`src/rtl/gpio_port_pkg.sv`:
```
package gpio_port_pkg;
   localparam int unsigned ADDR_W = 2;

   typedef enum logic [ADDR_W-1:0] {
      SEL_LATCH = 2'd0,
      SEL_DIR   = 2'd1,
      SEL_PINS  = 2'd2,
      SEL_VOID  = 2'd3
   } sel_e;

   typedef struct packed {
      logic oe;
      logic drv;
      logic pu;
   } padctl_t;
endpackage

```
`src/rtl/gpio_rst_sync.sv`:
```
module gpio_rst_sync #(
   parameter int unsigned STAGES = 2
) (
   input  logic clk,
   input  logic rst_n,
   output logic rst_sync_n
);
   logic [STAGES-1:0] chain_q;

   always_ff @(posedge clk or negedge rst_n) begin
      if (!rst_n) chain_q <= '0;
      else        chain_q <= {chain_q[STAGES-2:0], 1'b1};
   end

   assign rst_sync_n = chain_q[STAGES-1];
endmodule

```
`src/rtl/gpio_pin_sync.sv`:
```
module gpio_pin_sync #(
   parameter int unsigned WIDTH  = 8,
   parameter int unsigned STAGES = 2
) (
   input  logic             clk,
   input  logic             rst_n,
   input  logic [WIDTH-1:0] pin_raw,
   output logic [WIDTH-1:0] pin_sync
);
   logic [WIDTH-1:0] stage_q [STAGES];

   generate
      for (genvar s = 0; s < STAGES; s++) begin : g_stage
         if (s == 0) begin : g_first
            always_ff @(posedge clk or negedge rst_n) begin
               if (!rst_n) stage_q[s] <= '0;
               else        stage_q[s] <= pin_raw;
            end
         end else begin : g_next
            always_ff @(posedge clk or negedge rst_n) begin
               if (!rst_n) stage_q[s] <= '0;
               else        stage_q[s] <= stage_q[s-1];
            end
         end
      end
   endgenerate

   assign pin_sync = stage_q[STAGES-1];
endmodule

```
`src/rtl/gpio_regs.sv`:
```
module gpio_regs
   import gpio_port_pkg::*;
#(
   parameter int unsigned      WIDTH     = 8,
   parameter logic [WIDTH-1:0] IMPL_MASK = {1'b0, {(WIDTH-1){1'b1}}}
) (
   input  logic              clk,
   input  logic              rst_n,
   input  logic              wr,
   input  logic [ADDR_W-1:0] addr,
   input  logic [WIDTH-1:0]  wdata,
   input  logic [WIDTH-1:0]  pins_sync,
   output logic [WIDTH-1:0]  rdata,
   output logic [WIDTH-1:0]  latch_q,
   output logic [WIDTH-1:0]  dir_q
);
   sel_e sel;
   assign sel = sel_e'(addr);

   always_ff @(posedge clk or negedge rst_n) begin
      if (!rst_n) begin
         latch_q <= '0;
         dir_q   <= '0;
      end else if (wr) begin
         case (sel)
            SEL_LATCH: latch_q <= wdata & IMPL_MASK;
            SEL_DIR:   dir_q   <= wdata & IMPL_MASK;
            default:   ;
         endcase
      end
   end

   always_comb begin
      case (sel)
         SEL_LATCH: rdata = latch_q;
         SEL_DIR:   rdata = dir_q;
         SEL_PINS:  rdata = pins_sync & IMPL_MASK;
         default:   rdata = '0;
      endcase
   end
endmodule

```
`src/rtl/gpio_pad_mux.sv`:
```
module gpio_pad_mux
   import gpio_port_pkg::*;
#(
   parameter int unsigned      WIDTH     = 8,
   parameter logic [WIDTH-1:0] IMPL_MASK = {1'b0, {(WIDTH-1){1'b1}}}
) (
   input  logic             rst_n,
   input  logic [WIDTH-1:0] latch_q,
   input  logic [WIDTH-1:0] dir_q,
   input  logic [WIDTH-1:0] force_out,
   input  logic [WIDTH-1:0] force_in,
   input  logic [WIDTH-1:0] alt_val,
   output logic [WIDTH-1:0] pad_oe,
   output logic [WIDTH-1:0] pad_out,
   output logic [WIDTH-1:0] pad_pu
);
   padctl_t ctl [WIDTH];

   generate
      for (genvar i = 0; i < WIDTH; i++) begin : g_pin
         always_comb begin
            if (!rst_n)            ctl[i] = '{oe: 1'b0, drv: 1'b0,       pu: 1'b0};
            else if (force_out[i]) ctl[i] = '{oe: 1'b1, drv: alt_val[i], pu: 1'b0};
            else if (force_in[i])  ctl[i] = '{oe: 1'b0, drv: 1'b0,       pu: latch_q[i]};
            else if (dir_q[i])     ctl[i] = '{oe: 1'b1, drv: latch_q[i], pu: 1'b0};
            else                   ctl[i] = '{oe: 1'b0, drv: 1'b0,       pu: latch_q[i]};
         end
         assign pad_oe[i]  = ctl[i].oe  & IMPL_MASK[i];
         assign pad_out[i] = ctl[i].drv & IMPL_MASK[i];
         assign pad_pu[i]  = ctl[i].pu  & IMPL_MASK[i];
      end
   endgenerate
endmodule

```
`src/rtl/gpio_port_ctl.sv`:
```
module gpio_port_ctl
   import gpio_port_pkg::*;
#(
   parameter int unsigned      WIDTH       = 8,
   parameter logic [WIDTH-1:0] IMPL_MASK   = {1'b0, {(WIDTH-1){1'b1}}},
   parameter int unsigned      SYNC_STAGES = 2,
   parameter int unsigned      RST_STAGES  = 2
) (
   input  logic              clk,
   input  logic              rst_n,
   input  logic              bus_wr,
   input  logic [ADDR_W-1:0] bus_addr,
   input  logic [WIDTH-1:0]  bus_wdata,
   output logic [WIDTH-1:0]  bus_rdata,
   input  logic [WIDTH-1:0]  pin_in,
   input  logic [WIDTH-1:0]  alt_force_out,
   input  logic [WIDTH-1:0]  alt_force_in,
   input  logic [WIDTH-1:0]  alt_out_val,
   output logic [WIDTH-1:0]  pad_oe,
   output logic [WIDTH-1:0]  pad_out,
   output logic [WIDTH-1:0]  pad_pu
);
   generate
      if (WIDTH < 1)        begin : g_bad_width $error("WIDTH must be at least 1"); end
      if (SYNC_STAGES < 2)  begin : g_bad_sync  $error("SYNC_STAGES must be at least 2"); end
      if (RST_STAGES < 2)   begin : g_bad_rst   $error("RST_STAGES must be at least 2"); end
      if (IMPL_MASK == '0)  begin : g_bad_mask  $error("IMPL_MASK selects no pin"); end
   endgenerate

   logic             rst_int_n;
   logic [WIDTH-1:0] pins_sync;
   logic [WIDTH-1:0] latch_q;
   logic [WIDTH-1:0] dir_q;

   gpio_rst_sync #(.STAGES(RST_STAGES)) i_rst_sync (
      .clk        (clk),
      .rst_n      (rst_n),
      .rst_sync_n (rst_int_n)
   );

   gpio_pin_sync #(.WIDTH(WIDTH), .STAGES(SYNC_STAGES)) i_pin_sync (
      .clk      (clk),
      .rst_n    (rst_int_n),
      .pin_raw  (pin_in),
      .pin_sync (pins_sync)
   );

   gpio_regs #(.WIDTH(WIDTH), .IMPL_MASK(IMPL_MASK)) i_regs (
      .clk       (clk),
      .rst_n     (rst_int_n),
      .wr        (bus_wr),
      .addr      (bus_addr),
      .wdata     (bus_wdata),
      .pins_sync (pins_sync),
      .rdata     (bus_rdata),
      .latch_q   (latch_q),
      .dir_q     (dir_q)
   );

   gpio_pad_mux #(.WIDTH(WIDTH), .IMPL_MASK(IMPL_MASK)) i_pad_mux (
      .rst_n     (rst_int_n),
      .latch_q   (latch_q),
      .dir_q     (dir_q),
      .force_out (alt_force_out),
      .force_in  (alt_force_in),
      .alt_val   (alt_out_val),
      .pad_oe    (pad_oe),
      .pad_out   (pad_out),
      .pad_pu    (pad_pu)
   );
endmodule

```
`config.mk`:
```
export PLATFORM = sky130hd
export DESIGN_NAME = gpio_port_ctl
export DESIGN_NICKNAME = d
export VERILOG_FILES = /design/src/rtl/gpio_port_pkg.sv /design/src/rtl/gpio_rst_sync.sv /design/src/rtl/gpio_pin_sync.sv /design/src/rtl/gpio_regs.sv /design/src/rtl/gpio_pad_mux.sv /design/src/rtl/gpio_port_ctl.sv
export SDC_FILE = /design/constraint.sdc
export NUM_CORES = 1
export LEC_CHECK = 0
export ABC_AREA = 1
export BUFFER_PORTS_ARGS = -buffer_cell sky130_fd_sc_hd__buf_4
export CORE_MARGIN = 2
export CORE_UTILIZATION = 41
export CTS_BUF_LIST = sky130_fd_sc_hd__clkbuf_4 sky130_fd_sc_hd__clkbuf_8 sky130_fd_sc_hd__clkbuf_16
export DETAILED_ROUTE_END_ITERATION = 6
export PLACE_DENSITY = 0.77
export SLEW_MARGIN = 40
export SYNTH_ARGS = -nofsm -noshare
export SYNTH_HDL_FRONTEND = slang
export SYNTH_HIERARCHICAL = 1
export SYNTH_SLANG_ARGS = --single-unit
```
`constraint.sdc`:
```
create_clock -name clk -period 5.5 [get_ports clk]
set_input_delay 0.825 -clock clk [delete_from_list [all_inputs] [get_ports clk]]
set_output_delay 0.825 -clock clk [all_outputs]
set_load 0.05 [all_outputs]
```
**Word level (Yosys, flattened, before mapping)**

Index checks and enable logic that the tools add are counted.

- Logic and storage cells: 39
- Output and inout port bits: 32
- Bits in registers: 30

- Mux-type cells: 29
- Reductions and logical operators: 3
- Equal/unequal tests: 2

Operators by type and width:

| cell | number |
|---|---|
| 3-bit two-way mux | 28 |
| 7-bit case mux with 3 select lines | 1 |
| 2-bit AND reduction | 2 |
| 2-bit by 1-bit == test with 1-bit output (second input constant) | 1 |
| 2-bit == test (second input constant) | 1 |
| 2-bit zero test | 1 |

**Depth between registers and ports, before layout**

Gate-level depths: netlist of run 1.

- Depth in word-level cells: 4
- Depth in mapped cells: 5
- Mapped depth without buffers: 4

**By module**

Netlist of run 1, hierarchy kept.

Modules (own cells, without submodules):

| module | instances | cells an instance | seq. area each (µm²) | area each (µm²) |
|---|---|---|---|---|
| gpio_regs | 1 | 100 | 350.3 | 813.3 |
| gpio_pin_sync | 1 | 24 | 400.4 | 460.4 |
| gpio_pad_mux | 1 | 89 | 0.0 | 409.1 |
| gpio_rst_sync | 1 | 3 | 50.0 | 53.8 |

**Worst setup path before layout of run 1**

Ideal clock, no wire load.

- Path type: reg-to-output
- Start: reg i_rst_sync.chain_q[1]
- End: out pad_pu[5]
- Required time: 4.675 ns
- Slack: 2.349 ns
- Data arrival time: 2.326 ns
- Stages on the path, launching flop included: 3
- Path through: dfrtp_1 > nand2_1 > nor3_1

- Longest elaborated chain between the ends: 1

RTL lines:

| element | RTL line | source |
|---|---|---|
| start: declaration | gpio_rst_sync.sv:8 | `logic [STAGES-1:0] chain_q;` |
| start signal: assignment | gpio_rst_sync.sv:12 | `else chain_q <= {chain_q[STAGES-2:0], 1'b1};` |
| 3-bit two-way mux | gpio_pad_mux.sv:22 | `if (!rst_n) ctl[i] = '{oe: 1'b0, drv: 1'b0, pu: 1'b0};` |
| end: declaration | gpio_port_ctl.sv:21 | `output logic [WIDTH-1:0] pad_pu` |

Every way passes these cells.

**Worst setup path in the final report of run 1**

- Start: reg i_rst_sync.chain_q[1]
- End: out pad_pu[1]

The elaborated chain is that of the path after synthesis.

==> results of run 1 <==
==> where the power goes <==
part | internal, mW | leakage (nW) | total [mW] | switching (mW)
registers | 0.243 | 0.360 | 0.267 | 0.0235
logic | 0.0596 | 0.785 | 0.173 | 0.114
clock network | 0.100 | 0.0472 | 0.180 | 0.0800
==> cell type report <==
cell class	count	area, um^2
timing repair buffer	67	503
multi-input combinational	141	678
fill	366	1760
inverter	23	86.3
sequential	30	754
clock buffer	6	82.6
clock inverter	2	12.5
tap	50	62.6
==> final timing paths <==
kind                                     endpoint  slack (ns)  cells after the start
max in group asynchronous   i_pin_sync/stage_q[9]        4.81                      0
max                                     pad_pu[1]        3.00                      3
max reg2reg                 i_pin_sync/stage_q[9]        4.81                      0
min in group clk           i_pin_sync/pin_sync[2]        0.35                      0
min reg2reg                       i_regs/dir_q[2]        0.31                      0
min                               i_regs/dir_q[2]        0.31                      0
==> flip-flops by register name, summed over array words and instances, names as in the netlist <==
name                 flops
i_regs/latch_q           7
i_rst_sync/chain_q       2
i_regs/dir_q             7
i_pin_sync/pin_sync      7
i_pin_sync/stage_q       7
==> per-stage QoR <==
stage	power (mW)	hold slack, ns	cells	utilization
after floorplan	0.392	0.331	213	-
after global placement	0.441	0.334	311	0.528
after detailed placement	0.445	0.325	311	0.529
after CTS	0.626	0.309	319	0.553
after global routing	0.655	0.300	319	0.553
final	0.620	0.314	319	0.553
==> layout by cell type, fill, tap and decap left out <==
cell type   count
nand2_4         2
inv_1          21
nand2_2         1
clkinvlp_4      1
a21oi_1         7
nor3_2          2
nor2_8          1
nand3_1        32
dfrtp_4         1
conb_1          5
nor2_1         13
nor3_1          5
inv_2           2
nand4_1         7
nor2_2          2
clkbuf_8        6
nand3_2         4
buf_4          67
nand2_1        60
dfrtp_1        29
clkinv_2        1
==> layer usage <==
layer	vias up	GRT usage	part of all wire
met5	-	0	0
met4	0	0.0459	0.0039
met3	2	0.0600	0.074
met2	45	0.255	0.48
met1	637	0.205	0.44
li1	768	-	-
==> impl_metrics.ini, run 1 <==
[timing]
finalClockSkew_ns = 0.00506
setup_viol_count_final = 0
min_period_ns = 2.50
finalHoldViolCount = 0
period_share = 0.454
max_freq_ghz = 0.400
fin_ws_ns = 3.00
relSlewSlack = 0.647
maxSlewViolCount = 0
worst_slew_pin_slew_ns = 0.529
fin_setup_tns_ns = 0
rsz0062_at_grt = false

[setup_path]
cp-start-kind = flip-flop
crit_chain = nand2_1, nor3_1, buf_4
crit_family = flip-flops
end_kind = primary output
critPathSlowestCell = dfrtp_4
startpoint = i_rst_sync/chain_q[1]
path_class = reg2out
arrival_ns = 1.67
worst_path_largest_cell_delay_ns = 0.77
rr_startpoint = i_rst_sync/chain_q[1]
critPathMaxFanout = 43
cp.required_ns = 4.68
crit_buf_inv = 1

[outcome]
status = completed

[layout]
fin_nets = 313
layout-drive-gt1-share = 0.335
final_area_um2 = 2180
antenna_cells = 0
area_growth_syn_to_layout_pct = 31.0

[global_routing]
gr-total-overflow = 0
first_global_vias = 1239
antenna_found_initial = 0
grt_pass1_wl_um = 5440
grt_max_degree = 44
grtUsageTotal = 0.161

[cts]
ctsHoldBuffers = 0
clockBufferDepth = 2
cts_tree = done
cts_buffers = 5
root_buffer = clkbuf_8
cts.sinks = 30
cts_resized = 0
clk_latency_ns = 0.27
postCtsSetupRepairBufs = 0
clk_pin_slew_ns = 0.07
ctsHtreeMaxLevel = 2

[logic_synthesis]
yosys_warnings = 6
synth_area_um2 = 1660
netlist_instances = 211
synth.avg_cell_area_um2 = 7.89

[pwr]
power.leakage_nw = 1.19
p_per_area_nw_per_um2 = 285
ir_drop_mv = 0.212

[die]
fp.coreArea_um2 = 3940
fp.dieArea_um2 = 4580
ios = 77
fp.dieH_um = 67.7
fp-row-count = 23
start_util = 0.422
chipWidth_um = 67.7

[drt]
drt_iter0_markers = 62
ant_nets = 0
wire_per_inst_um = 11.2
viasPerCell = 4.55
dr_total_vias = 1452
wirelength_um = 3570
drtPass1Iterations = 4
route.detailed.drc = 0

[placed_design]
place_ws_ns = 3.04
hpwl_um = 2600
placed_area_um2 = 2080
io_buffer_count = 67
place.gp.congestion = 0.734

[hold_path]
hold_class = reg2async

[run]
max-cap-violations = 0
Note: power is estimated with default switching activity, not from simulation.
==> run 2: changes to the inputs <==
- PLACE_DENSITY: 0.77 -> 0.8
- clock period: 5.5 -> 2.06 ns (I/O delays scaled with it)
==> run 2 against run 1 <==
Against the previous run:
- design area increased by 3.9%
- largest cell class unchanged
- critical path depth up 3
- global-route usage is 1.1 points higher
- via count grew 5.2%
==> impl_metrics.ini, run 2 (synthesized netlist as in run 1, its figures left out) <==
[layout]
final_area_um2 = 2260
multiInputGateArea_um2 = 726
fin_nets = 318
final_core_utilization = 0.574
final-seq-area_um2 = 752
final_cell_mix = 71 x buf_4, 60 x nand2_1, 32 x nand3_1
area_growth_syn_to_layout_pct = 36.1
final_common_cell = buf_4
fillCellCount = 363
layout-drive-gt1-share = 0.383
antenna_cells = 0

[cts]
cts.sinks = 30
root_buffer = clkbuf_8
clockBufferDepth = 2
clk_latency_ns = 0.28
cts_tree = done
clk_pin_slew_ns = 0.06
ctsHtreeMaxLevel = 2
cts_buffers = 5
postCtsSetupRepairBufs = 0

[outcome]
status = completed

[setup_path]
cp-start-kind = flip-flop
crit_family = flip-flops
arrival_ns = 1.59
cp.required_ns = 1.75
crit_buf_inv = 2
critPathSlowestCell = dfrtp_2
critPathMaxFanout = 21
crit_chain = buf_4, nand2_4, nor2_2, nand2_1, nand2_1, buf_4
worst_path_largest_cell_delay_ns = 0.64
path_class = reg2out
end_kind = primary output

[pwr]
pwr-share-comb = 0.291
clkPwrFrac = 0.290
p_sw_frac = 0.356
power_switching_uw = 600
p_per_area_nw_per_um2 = 745
ir_drop_mv = 0.479
seqPwrFrac = 0.419
power.leakage_nw = 1.22
internal_power_mw = 1.09

[timing]
fin_ws_ns = 0.160
min_period_ns = 1.90
hold_slack_ns = 0.131
finalHoldViolCount = 0
rsz0062_at_grt = false
fin_setup_tns_ns = 0
setup_viol_count_final = 0
finalClockSkew_ns = 0.00556
max_freq_ghz = 0.526
maxSlewViolCount = 0
period_share = 0.922

[die]
fp.coreArea_um2 = 3940
chipWidth_um = 67.7
fp-row-count = 23
fp.dieArea_um2 = 4580
ios = 77
fp.dieH_um = 67.7
start_util = 0.422

[run]
max-cap-violations = 0

[placed_design]
place_ws_ns = 0.444
hpwl_um = 2850
place.gp.congestion = 0.733
placed_area_um2 = 2160
io_buffer_count = 67

[drt]
route.detailed.drc = 0
drt_iter0_markers = 45
wirelength_um = 3750
drtPass1Iterations = 4
viasPerCell = 4.72
dr_total_vias = 1528
wire_per_inst_um = 11.6
ant_nets = 0

[global_routing]
gr-total-overflow = 0
grt_max_degree = 22
grtUsageTotal = 0.172
grt_pass1_wl_um = 5650
first_global_vias = 1281
antenna_found_initial = 0

[hold_path]
hold_class = in2reg
==> run 2: cell types whose count changed in the layout (fill, tap and decap cells not counted), sizes merged <==
cell	previous run	this run
dlygate4sd3	0	1
buf	67	71
==> run 2: worst register-to-register path, stage by stage (launching register included) <==
cell and delay (ns):
dfrtp_2 0.64, buf_4 0.25, buf_4 0.14
==> run 2: final timing paths <==
check	from	endpoint	slack [ns]	cells past startpoint
worst max-delay path	i_rst_sync/chain_q[1]	pad_out[4]	0.16	6
worst min-delay path	pin_in[1]	i_pin_sync/stage_q[9]	0.13	1
worst max register to register	i_rst_sync/chain_q[1]	i_regs/latch_q[6]	1.27	2
worst min register to register	i_rst_sync/chain_q[1]	i_regs/latch_q[3]	0.20	0
max in group asynchronous	i_rst_sync/chain_q[1]	i_regs/latch_q[6]	1.27	2
min in group asynchronous	i_rst_sync/chain_q[1]	i_regs/latch_q[3]	0.20	0
==> run 2: layer usage <==
layer,share of wire,GRT usage
met1,0.42,0.204
met4,0.018,0.0842
met3,0.064,0.0400
met5,0,0
met2,0.50,0.290
==> run 2: area by class of cell <==
class                      count  area share
clock buffer                   6      0.0365
clock inverter                 2     0.00552
inverter                      23      0.0381
multi-input combinational    141       0.320
sequential                    30       0.332
tap                           50      0.0276
timing repair buffer          72       0.240
==> run 2: power by group through the flow <==
stage | registers, mW | logic [mW] | clock network [mW]
after floorplan | 0.705 | 0.353 | 0
after global placement | 0.714 | 0.483 | 0
after detailed placement | 0.716 | 0.492 | 0
after CTS | 0.706 | 0.495 | 0.501
after global routing | 0.714 | 0.530 | 0.532
final | 0.706 | 0.491 | 0.490
==> run 2: what timing repair did <==
action / CTS / global route
gates resized for setup: 0 / 0
hold buffers: 1 / 0
hold endpoints to repair: 2 / 0
==> run 2: metrics by stage <==
| stage | instances | total power, mW |
|---|---|---|
| after global placement | 315 | 1.20 |
| after detailed placement | 315 | 1.21 |
| after floorplan | 213 | 1.06 |
| final | 324 | 1.69 |
| after CTS | 324 | 1.70 |
| after global routing | 324 | 1.78 |
==> run 3: changes to the inputs <==
- PLACE_DENSITY: 0.8 -> 0.77
- clock period: 2.06 -> 1.8 ns (I/O delays scaled with it)
==> run 3 against run 2 <==
Against the previous run:
- largest cell class is now multi-input combinational cells
- total power rose by 16%
- sequential share of layout area shrank 1.2 points
- clock power rose by 12%
- highest routed layer is now met3
==> impl_metrics.ini, run 3 (synthesized netlist as in run 1, its figures left out) <==
[timing]
finalHoldViolCount = 0
min_period_ns = 1.72
setup_viol_count_final = 0
max_freq_ghz = 0.583
maxSlewViolCount = 0
finalClockSkew_ns = 0.00653
fin_setup_tns_ns = 0
period_share = 0.954

[cts]
cts_tree = done
cts_buffers = 5
root_buffer = clkbuf_8
ctsHtreeMaxLevel = 2
clockBufferDepth = 2
cts.sinks = 30
clk_pin_slew_ns = 0.06
clk_latency_ns = 0.28

[layout]
layout-drive-gt1-share = 0.402
area_growth_syn_to_layout_pct = 41.8
fillCellCount = 358
antenna_cells = 0
fin_nets = 325
final_common_cell = buf_4
final_cell_mix = 78 x buf_4, 60 x nand2_1, 32 x nand3_1
final_core_utilization = 0.599

[setup_path]
r2r_cells = 3
cp-start-kind = flip-flop
rr_startpoint = i_rst_sync/chain_q[1]
crit_chain = buf_4, nand2_4, nor2_2, nand2_1, nand2_1, buf_4
path_class = reg2out
crit_buf_inv = 2
worst_path_largest_cell_delay_ns = 0.55
r2r_slack_ns = 0.94
cp.required_ns = 1.53
end_kind = primary output
rr_endpoint = i_regs/latch_q[2]
crit_family = flip-flops
critPathMaxFanout = 19
arrival_ns = 1.45
critPathSlowestCell = dfrtp_4

[run]
max-cap-violations = 0

[hold_path]
whs_endpoint = i_pin_sync/stage_q[14]
hold_class = in2reg
hp-start = pin_in[6]
whs_path_depth = 1

[die]
fp-row-count = 23
ios = 77
fp.dieH_um = 67.7
start_util = 0.422
chipWidth_um = 67.7
fp.dieArea_um2 = 4580
fp.coreArea_um2 = 3940

[placed_design]
io_buffer_count = 67
hpwl_um = 2820
place.gp.congestion = 0.749

[drt]
dr_total_vias = 1596
wire_per_inst_um = 11.6
route.detailed.drc = 0
drtPass1Iterations = 4
ant_nets = 0
viasPerCell = 4.82
drt_iter0_markers = 40
wirelength_um = 3830

[pwr]
p_per_area_nw_per_um2 = 826
power.leakage_nw = 1.27
ir_drop_mv = 0.544

[global_routing]
antenna_found_initial = 0
grt_max_degree = 20
first_global_vias = 1370
grtUsageTotal = 0.172
gr-total-overflow = 0
grt_pass1_wl_um = 5950

[outcome]
status = completed
## run 3: final cells by class
type,count,area (um^2),share of cell area
multi-input combinational,141,766,0.324
sequential,30,754,0.320
timing repair buffer,79,596,0.252
inverter,23,86.3,0.0366
clock buffer,6,82.6,0.0350
tap,50,62.6,0.0265
clock inverter,2,12.5,0.00530
## run 3: repair_timing
item,4_1_cts,5_1_grt
endpoints found under the setup margin,3,5
hold buffers,1,0
endpoints found under the hold margin,2,0
gates resized for setup,1,0
buffers inserted,0,7
## run 3: where the power goes
| part | switching (mW) | internal (mW) |
|---|---|---|
| Clock | 0.243 | 0.307 |
| Combinational | 0.386 | 0.207 |
| Sequential | 0.0626 | 0.744 |
## run 3: worst register-to-register path: stages (launching register included)
cell and delay, ns:
dfrtp_4 0.55, buf_4 0.16, buf_4 0.10, buf_4 0.24
## run 3: worst max-delay path by stage
stage	from	endpoint	slack (ns)	cells after the start
CTS	i_rst_sync/chain_q[1]	pad_out[4]	0.05	6
floorplan	i_rst_sync/chain_q[1]	pad_pu[5]	-0.02	2
global placement	i_rst_sync/chain_q[1]	pad_out[6]	0.31	6
finish	i_rst_sync/chain_q[1]	pad_out[4]	0.08	6
detailed placement	i_rst_sync/chain_q[1]	pad_out[4]	0.28	6
global route	i_rst_sync/chain_q[1]	pad_out[4]	-0.007	6
## run 3: metal layers
metal	wire length, um	global-route usage
met1	1560	0.217
met2	1940	0.293
met3	329	0.0417
met4	0	0.0459
met5	0	0
## run 3: through the flow
stage | instance area (um^2) | hold slack [ns] | worst slack [ns] | std cells | power, mW
after floorplan | 1760 | -0.0256 | -0.0153 | 213 | 1.22
after global placement | 2200 | 0.0539 | 0.306 | 315 | 1.39
after detailed placement | 2200 | 0.0543 | 0.281 | 315 | 1.40
after CTS | 2310 | 0.0935 | 0.0465 | 324 | 1.95
after global routing | 2360 | 0.0863 | -0.00673 | 331 | 2.05
final | 2360 | 0.102 | 0.0835 | 331 | 1.95
